`src/rtl/cas_pkg.sv`:
```
package cas_pkg;
    typedef enum logic [2:0] {
        ST_IDLE,
        ST_READ,
        ST_CMP,
        ST_WRITE,
        ST_DONE
    } cas_state_e;
endpackage

```
`src/rtl/cas_capture.sv`:
```
// Holds the fields of an accepted request for the whole operation.
module cas_capture #(
    parameter int ADDR_W = 32,
    parameter int WORD_W = 64
) (
    input  logic              clk,
    input  logic              rst,
    input  logic              load,
    input  logic [ADDR_W-1:0] addr_in,
    input  logic [WORD_W-1:0] exp_in,
    input  logic [WORD_W-1:0] new_in,
    input  logic              lock_in,
    output logic [ADDR_W-1:0] addr_q,
    output logic [WORD_W-1:0] exp_q,
    output logic [WORD_W-1:0] new_q,
    output logic              lock_q
);
    always_ff @(posedge clk) begin
        if (rst) begin
            addr_q <= '0;
            exp_q  <= '0;
            new_q  <= '0;
            lock_q <= 1'b0;
        end else if (load) begin
            addr_q <= addr_in;
            exp_q  <= exp_in;
            new_q  <= new_in;
            lock_q <= lock_in;
        end
    end
endmodule

```
`src/rtl/cas_compare.sv`:
```
// Full-width compare and selection of the write-back and returned words.
module cas_compare #(
    parameter int WORD_W = 64
) (
    input  logic [WORD_W-1:0] expected,
    input  logic [WORD_W-1:0] replacement,
    input  logic [WORD_W-1:0] mem_word,
    output logic              match,
    output logic [WORD_W-1:0] store_word,
    output logic [WORD_W-1:0] return_word
);
    always_comb begin
        match       = (mem_word == expected);
        store_word  = match ? replacement : mem_word;
        return_word = match ? expected : mem_word;
    end
endmodule

```
`src/rtl/cas_result.sv`:
```
// Equal flag and returned halves; persists between operations.
module cas_result #(
    parameter int HALF_W = 32,
    localparam int WORD_W = 2 * HALF_W
) (
    input  logic              clk,
    input  logic              rst,
    input  logic              upd_cmp,
    input  logic              upd_icpt,
    input  logic              match,
    input  logic [WORD_W-1:0] cmp_word,
    input  logic [WORD_W-1:0] icpt_word,
    output logic              eq_q,
    output logic [HALF_W-1:0] hi_q,
    output logic [HALF_W-1:0] lo_q
);
    always_ff @(posedge clk) begin
        if (rst) begin
            eq_q <= 1'b0;
            hi_q <= '0;
            lo_q <= '0;
        end else if (upd_cmp) begin
            eq_q <= match;
            hi_q <= cmp_word[WORD_W-1:HALF_W];
            lo_q <= cmp_word[HALF_W-1:0];
        end else if (upd_icpt) begin
            hi_q <= icpt_word[WORD_W-1:HALF_W];
            lo_q <= icpt_word[HALF_W-1:0];
        end
    end
endmodule

```
`src/rtl/cas_unit.sv`:
```
module cas_unit #(
    parameter int ADDR_W = 32,
    parameter int HALF_W = 32,
    localparam int WORD_W = 2 * HALF_W
) (
    input  logic              clk,
    input  logic              rst,
    input  logic              req_valid,
    output logic              req_ready,
    input  logic [ADDR_W-1:0] req_addr,
    input  logic [HALF_W-1:0] req_exp_hi,
    input  logic [HALF_W-1:0] req_exp_lo,
    input  logic [HALF_W-1:0] req_new_hi,
    input  logic [HALF_W-1:0] req_new_lo,
    input  logic              req_lock,
    input  logic              icpt_en,
    input  logic              ext_lock_req,
    output logic              rd_valid,
    input  logic              rd_ready,
    output logic [ADDR_W-1:0] rd_addr,
    input  logic [WORD_W-1:0] rd_data,
    output logic              wr_valid,
    input  logic              wr_ready,
    output logic [ADDR_W-1:0] wr_addr,
    output logic [WORD_W-1:0] wr_data,
    output logic              bus_lock,
    output logic              done,
    output logic              fault,
    output logic [HALF_W-1:0] res_exp_hi,
    output logic [HALF_W-1:0] res_exp_lo,
    output logic              res_eq
);
    import cas_pkg::*;

    cas_state_e        state_q, state_d;
    logic              accept, icpt_hit;
    logic [ADDR_W-1:0] addr_q;
    logic [WORD_W-1:0] exp_q, new_q, mem_q, store_q;
    logic              lock_q, fault_q;
    logic              match;
    logic [WORD_W-1:0] store_word, return_word;

    assign accept   = req_valid && (state_q == ST_IDLE);
    assign icpt_hit = ext_lock_req && icpt_en;

    cas_capture #(.ADDR_W(ADDR_W), .WORD_W(WORD_W)) u_capture (
        .clk     (clk),
        .rst     (rst),
        .load    (accept),
        .addr_in (req_addr),
        .exp_in  ({req_exp_hi, req_exp_lo}),
        .new_in  ({req_new_hi, req_new_lo}),
        .lock_in (req_lock),
        .addr_q  (addr_q),
        .exp_q   (exp_q),
        .new_q   (new_q),
        .lock_q  (lock_q)
    );

    cas_compare #(.WORD_W(WORD_W)) u_compare (
        .expected    (exp_q),
        .replacement (new_q),
        .mem_word    (mem_q),
        .match       (match),
        .store_word  (store_word),
        .return_word (return_word)
    );

    cas_result #(.HALF_W(HALF_W)) u_result (
        .clk       (clk),
        .rst       (rst),
        .upd_cmp   (state_q == ST_CMP),
        .upd_icpt  (accept && icpt_hit),
        .match     (match),
        .cmp_word  (return_word),
        .icpt_word ({req_exp_hi, req_exp_lo}),
        .eq_q      (res_eq),
        .hi_q      (res_exp_hi),
        .lo_q      (res_exp_lo)
    );

    // State register
    always_ff @(posedge clk) begin
        if (rst) state_q <= ST_IDLE;
        else     state_q <= state_d;
    end

    // Transitions
    always_comb begin
        state_d = state_q;
        unique case (state_q)
            ST_IDLE:  if (accept) state_d = icpt_hit ? ST_DONE : ST_READ;
            ST_READ:  if (rd_ready) state_d = ST_CMP;
            ST_CMP:   state_d = ST_WRITE;
            ST_WRITE: if (wr_ready) state_d = ST_DONE;
            ST_DONE:  state_d = ST_IDLE;
            default:  state_d = ST_IDLE;
        endcase
    end

    // Datapath registers
    always_ff @(posedge clk) begin
        if (rst) begin
            mem_q   <= '0;
            store_q <= '0;
            fault_q <= 1'b0;
        end else begin
            if (accept)                           fault_q <= icpt_hit;
            if (state_q == ST_READ && rd_ready)   mem_q   <= rd_data;
            if (state_q == ST_CMP)                store_q <= store_word;
        end
    end

    // Outputs
    always_comb begin
        req_ready = 1'b0;
        rd_valid  = 1'b0;
        wr_valid  = 1'b0;
        bus_lock  = 1'b0;
        done      = 1'b0;
        unique case (state_q)
            ST_IDLE:  req_ready = 1'b1;
            ST_READ:  begin rd_valid = 1'b1; bus_lock = lock_q; end
            ST_CMP:   bus_lock = lock_q;
            ST_WRITE: begin wr_valid = 1'b1; bus_lock = lock_q; end
            ST_DONE:  done = 1'b1;
            default:  req_ready = 1'b0;
        endcase
    end

    assign rd_addr = addr_q;
    assign wr_addr = addr_q;
    assign wr_data = store_q;
    assign fault   = fault_q && (state_q == ST_DONE);
endmodule

```
`config.mk`:
```
export PLATFORM = sky130hd
export DESIGN_NAME = cas_unit
export DESIGN_NICKNAME = d
export VERILOG_FILES = /design/src/rtl/cas_pkg.sv /design/src/rtl/cas_capture.sv /design/src/rtl/cas_compare.sv /design/src/rtl/cas_result.sv /design/src/rtl/cas_unit.sv
export SDC_FILE = /design/constraint.sdc
export NUM_CORES = 1
export LEC_CHECK = 0
export CAP_MARGIN = 0
export CORE_UTILIZATION = 25
export CTS_CLUSTER_SIZE = 20
export DETAILED_ROUTE_END_ITERATION = 10
export DONT_BUFFER_PORTS = 1
export GPL_TIMING_DRIVEN = 1
export PLACE_DENSITY = 0.36
export SETUP_SLACK_MARGIN = 0.3
export SLEW_MARGIN = 10
export SYNTH_ARGS = -nofsm -noshare
export SYNTH_HDL_FRONTEND = slang
export SYNTH_SLANG_ARGS = --single-unit
export TNS_END_PERCENT = 100
```
`constraint.sdc`:
```
create_clock -name clk -period 1.5 [get_ports clk]
set_input_delay 0.3 -clock clk [delete_from_list [all_inputs] [get_ports clk]]
set_output_delay 0.3 -clock clk [all_outputs]
set_load 0.02 [all_outputs]
```
Yosys cells after proc, flatten, opt, wreduce, memory -nomap -nowiden
Index checks and enable logic that the tools add are counted.
- reductions and logical operators: 9
- equality and inequality tests: 8
- mux-type cells: 16
- operator list (kind ; number):
    two-way mux 32 bit ; 4
    two-way mux 64 bit ; 2
    equality test 64 bit ; 1
    two-way mux 3 bit ; 4
    one-hot mux 3 bit (4 select lines) ; 1
    equality test 3 x 2 -> 1 bit (second input constant) ; 2
    != test 2 bit (second input constant) ; 3
    logical AND 1 bit ; 5
    two-way mux 1 bit ; 5
    equality test 3 x 1 -> 1 bit (second input constant) ; 1
    equality test 3 bit (second input constant) ; 1
    logical NOT 3 bit ; 1
    AND reduction 3 bit ; 1
    OR reduction 3 bit ; 1
    nonzero test 2 bit ; 1
- output and inout bits: 199
- register bits after elaboration: 358

Logic depth before layout (Yosys ltp)
- depth in word-level cells: 5
- mapped depth: 8

By module
Synthesis repeated with hierarchy kept, for this count alone.
- cell total of the unflattened synthesis: 1649
- area total of the unflattened synthesis: 15488.6 µm²
- modules (own cells, without submodules) (module ; times used ; cells an instance ; seq. area each (µm²) ; area each (µm²)):
    cas_capture ; 1 ; 519 ; 3223.1 ; 5774.3
    cas_unit ; 1 ; 623 ; 2642.5 ; 4946.0
    cas_result ; 1 ; 287 ; 1301.2 ; 3046.7
    cas_compare ; 1 ; 220 ; 0.0 ; 1721.7

Least setup slack after synthesis
OpenSTA, ideal clock, no wires.
- path type: flip-flop to flip-flop
- start: reg state_q[2]
- end: reg fault_q
- data required time: 1.372 ns
- clock period less this slack: 1.741 ns
- arrival time: 1.613 ns
- stages on the path, launching flop included: 8
- setup slack: -0.241 ns
- path through: dfxtp_1 > buf_2 > nor3_4 > nand2_1 > clkbuf_1 > clkbuf_1 > a21oi_1 > nor2_1
- word-level cells in the longest chain between the ends: 2
- ends and longest elaborated chain (what ; line ; text):
    from (decl) ; cas_unit.sv:35 ; cas_state_e state_q, state_d;
    from (signal assigned) ; cas_unit.sv:85 ; else state_q <= state_d;
    logical NOT 3 bit ; cas_unit.sv:43 ; assign accept = req_valid && (state_q == ST_IDLE);
    logical AND 1 bit ; cas_unit.sv:43 ;
    to (signal assigned) ; cas_unit.sv:108 ; if (accept) fault_q <= icpt_hit;
    to (decl) ; cas_unit.sv:39 ; logic lock_q, fault_q;
Every way passes these cells.
A chain may end at the register's enable or synchronous reset.

Worst setup path after layout
- start: reg mem_q[13]
- end: reg store_q[29] (netlist: wr_data[29])
- word-level cells in the longest chain between the ends: 2
- ends and longest elaborated chain (what ; line ; text):
    from (decl) ; cas_unit.sv:38 ; logic [WORD_W-1:0] exp_q, new_q, mem_q, store_q;
    from (signal assigned) ; cas_unit.sv:109 ; if (state_q == ST_READ && rd_ready) mem_q <= rd_data;
    equality test 64 bit ; cas_compare.sv:13 ; match = (mem_word == expected);
    two-way mux 64 bit ; cas_compare.sv:14 ; store_word = match ? replacement : mem_word;
    to (signal assigned) ; cas_unit.sv:110 ; if (state_q == ST_CMP) store_q <= store_word;
    to (decl) ; cas_unit.sv:38 ;
Every way passes these cells.

==> impl_metrics.py <==
metrics = {
    "synth": {
        "synth.distinct_cells": 31,
        "syn_inst": 1696,
        "yosysSeqAreaShare": 0.514,
        "syn-num-nets": 1928,
        "syn-cell-area_um2": 13900,
        "ys_ff_latch": 358,
        "avgSynthCellArea_um2": 8.22,
        "yosys_warnings": 0,
    },
    "critical_path": {
        "r2r_setup_slack_ns": -0.66,
        "cp_max_fo": 14,
        "start_kind": "flop",
        "r2r-end": "wr_data[29]$_SDFFE_PP0N_",
        "r2r-start": "mem_q[13]$_SDFFE_PP0P_",
        "reg2reg_depth": 9,
        "critPathKind": "reg2reg",
        "critPathArrivalTime_ns": 2.62,
        "crit_required_ns": 1.96,
        "worstSetupEndpointType": "flop",
        "startpoint": "mem_q[13]$_SDFFE_PP0P_",
    },
    "worst_hold_path": {
        "hp-start": "rst",
        "min_to": "u_capture.addr_q[1]$_SDFFE_PP0N_",
        "hold_path.class": "in2reg",
        "hold_depth": 1,
    },
    "grt": {
        "antenna_found_initial": 1,
        "gr-usage-all-layers": 0.222,
        "grt_pass1_vias": 13500,
        "grt.overflow.total": 0,
        "grt_max_degree": 297,
        "grt_first_pass_wirelength_mm": 92.1,
    },
    "job": {
        "cap_violations": 0,
    },
    "power_and_ir_drop": {
        "irDropWorstVdd_mv": 0.777,
        "total_power_mw": 29.1,
        "powerDensity_nw_per_um2": 1210,
        "p_leak_nw": 9.39,
    },
    "drt": {
        "drc": 0,
        "firstDrtPassIters": 5,
        "ant_nets": 0,
        "viasPerCell": 4.74,
        "drtIter0Drc": 606,
        "via_count": 13500,
        "post_drt_wl_per_cell_um": 23.8,
        "wirelength_mm": 67.5,
    },
    "cells_and_area": {
        "final_common_cell": "nand2_1",
        "layout_common_cells": "366 x nand2_1, 318 x dfxtp_1, 154 x dlygate4sd3_1",
        "syn2layout_area_growth_pct": 73.0,
        "layout-drive-gt1-share": 0.415,
        "nets": 2288,
        "final_util": 0.438,
        "num_antenna_cells": 0,
        "fin_area_um2": 24100,
    },
    "cts": {
        "clk_pin_slew_ns": 0.06,
        "clk_latency_ns": 0.58,
        "cts_tree": "done",
        "clock-sinks": 358,
        "cts_buffer_depth": 3,
        "cts-root-buf": "clkbuf_16",
        "cts_buffers": 44,
        "htreeDepth": 2,
    },
    "timing": {
        "rsz0062_at_grt": "yes",
        "fin_ws_ns": -0.665,
        "tightestPinTransition_ns": 0.906,
        "setup_viol": 384,
        "fin_worst_skew_ns": 0.0157,
        "slew_violations": 0,
        "hold_violations": 125,
        "fin_crit_ns": 2.16,
        "hold-worst-slack_ns": -0.196,
        "slew_headroom": 0.396,
        "fmax_mhz": 462,
        "fin_crit_sh": 1.44,
    },
    "floorplan": {
        "fp-row-count": 86,
        "die_h_um": 238,
        "ios": 431,
        "dieArea_um2": 56700,
        "chipWidth_um": 238,
        "floorplan.core_area_um2": 55100,
        "start_util": 0.253,
    },
    "outcome": {
        "failed_checks": "hold timing, setup timing",
        "status": "finished with violations",
    },
    "placed_design": {
        "gp_congestion": 0.756,
        "place_hpwl_mm": 38.6,
        "dpl-instance-area_um2": 15900,
        "portBuffers": 0,
    },
}
## per-layer routing
layer / vias up / GRT usage / wire [µm]
met5: - / 0 / 12
met4: 2 / 0.0488 / 1140
met3: 76 / 0.0556 / 4000
met2: 375 / 0.373 / 33000
met1: 6598 / 0.284 / 29400
li1: 6405 / - / -
## worst max-delay path, stage by stage (launching register included)
cell and delay (ns):
dfxtp_2 0.33, xnor2_1 0.31, buf_4 0.18, nand4_1 0.08, nor4_1 0.30, nand4_1 0.21, buf_6 0.22, buf_12 0.17
mux2i_1 0.16, o21ai_1 0.08
## sequential cells by signal, indices dropped and copies added, names as in the netlist
register	count
state_q	3
u_capture.addr_q	32
mem_q	64
wr_data	64
u_capture.exp_q	64
u_result.eq_q	1
u_capture.lock_q	1
u_result.hi_q	32
u_result.lo_q	32
fault_q	1
u_capture.new_q	64
## power by group
part | leakage, nW | switching, mW | total [mW] | internal (mW)
sequential | 2.93 | 0.790 | 10.9 | 10.1
combinational | 5.72 | 3.45 | 7.19 | 3.74
clock | 0.732 | 4.32 | 11.0 | 6.71
total | 9.39 | 8.56 | 29.1 | 20.6
## cells in the mapped netlist, drive strengths merged
| library cell | n | area (µm²) |
|---|---|---|
| nand2 | 582 | 2180 |
| dfxtp | 358 | 7170 |
| a21oi | 291 | 1460 |
| clkbuf | 84 | 315 |
| buf | 72 | 487 |
| a22oi | 65 | 488 |
| mux2i | 64 | 641 |
| o21ai | 64 | 320 |
| xnor2 | 64 | 561 |
| nand4 | 17 | 106 |
| nor2 | 10 | 42.5 |
| nand2b | 4 | 25.0 |
| nor3 | 4 | 36.3 |
| nor4 | 4 | 25.0 |
| and2 | 2 | 12.5 |
| inv | 2 | 7.50 |
| a2111oi | 1 | 10.0 |
| a31oi | 1 | 6.26 |
| and3 | 1 | 6.26 |
| mux2 | 1 | 11.3 |
| nand3 | 1 | 5.00 |
| nor2b | 1 | 6.26 |
| nor3b | 1 | 7.51 |
| o32a | 1 | 10.0 |
| or3 | 1 | 6.26 |
## through the flow
step                TNS [ns]  hold WS, ns  instances  worst slack, ns
CTS                   -78.84       -0.227       2754           -0.694
global route         -110.94       -0.211       2836           -0.788
global placement      -74.10        0.391       2472            -1.06
floorplan             -16.39        0.428       1696          -0.0860
detailed placement    -74.71        0.389       2472            -1.01
finish                -90.72       -0.196       2836           -0.665
## area by class of cell
| cell class | instances | area (µm²) |
|---|---|---|
| Sequential cell | 358 | 7220 |
| Multi-Input combinational cell | 1180 | 8270 |
| Clock inverter | 8 | 126 |
| Timing Repair Buffer | 470 | 6200 |
| Inverter | 2 | 7.51 |
| Fill cell | 5432 | 31000 |
| Clock buffer | 70 | 1360 |
| Tap cell | 748 | 936 |
## timing repair
action / 4_1_cts / 5_1_grt
gates cloned: 43 / 22
endpoints found under the hold margin: 294 / 294
pin swaps: 114 / 179
gates resized for setup: 319 / 425
buffers inserted: 42 / 25
hold buffers: 119 / 35
setup endpoints to repair: 557 / 557
## worst max-delay path by stage
stage                                       endpoint  cells after the start
after floorplan             wr_data[13]$_SDFFE_PP0N_                      8
after CTS                   wr_data[25]$_SDFFE_PP0N_                      9
after global placement    u_result.eq_q$_SDFFE_PP0N_                      7
after global routing        wr_data[33]$_SDFFE_PP0N_                      9
after detailed placement  u_result.eq_q$_SDFFE_PP0N_                      7
final                       wr_data[29]$_SDFFE_PP0N_                      9
## cell families after synthesis
group / share of synthesized area
DFF: 0.514
buffers and inverters: 0.0581
muxes: 0.0468
AOI/OAI and AO/OA: 0.164
xor gates and xnor gates: 0.0402
and+or+nand+nor: 0.177
Note: power is estimated with default switching activity, not from simulation.
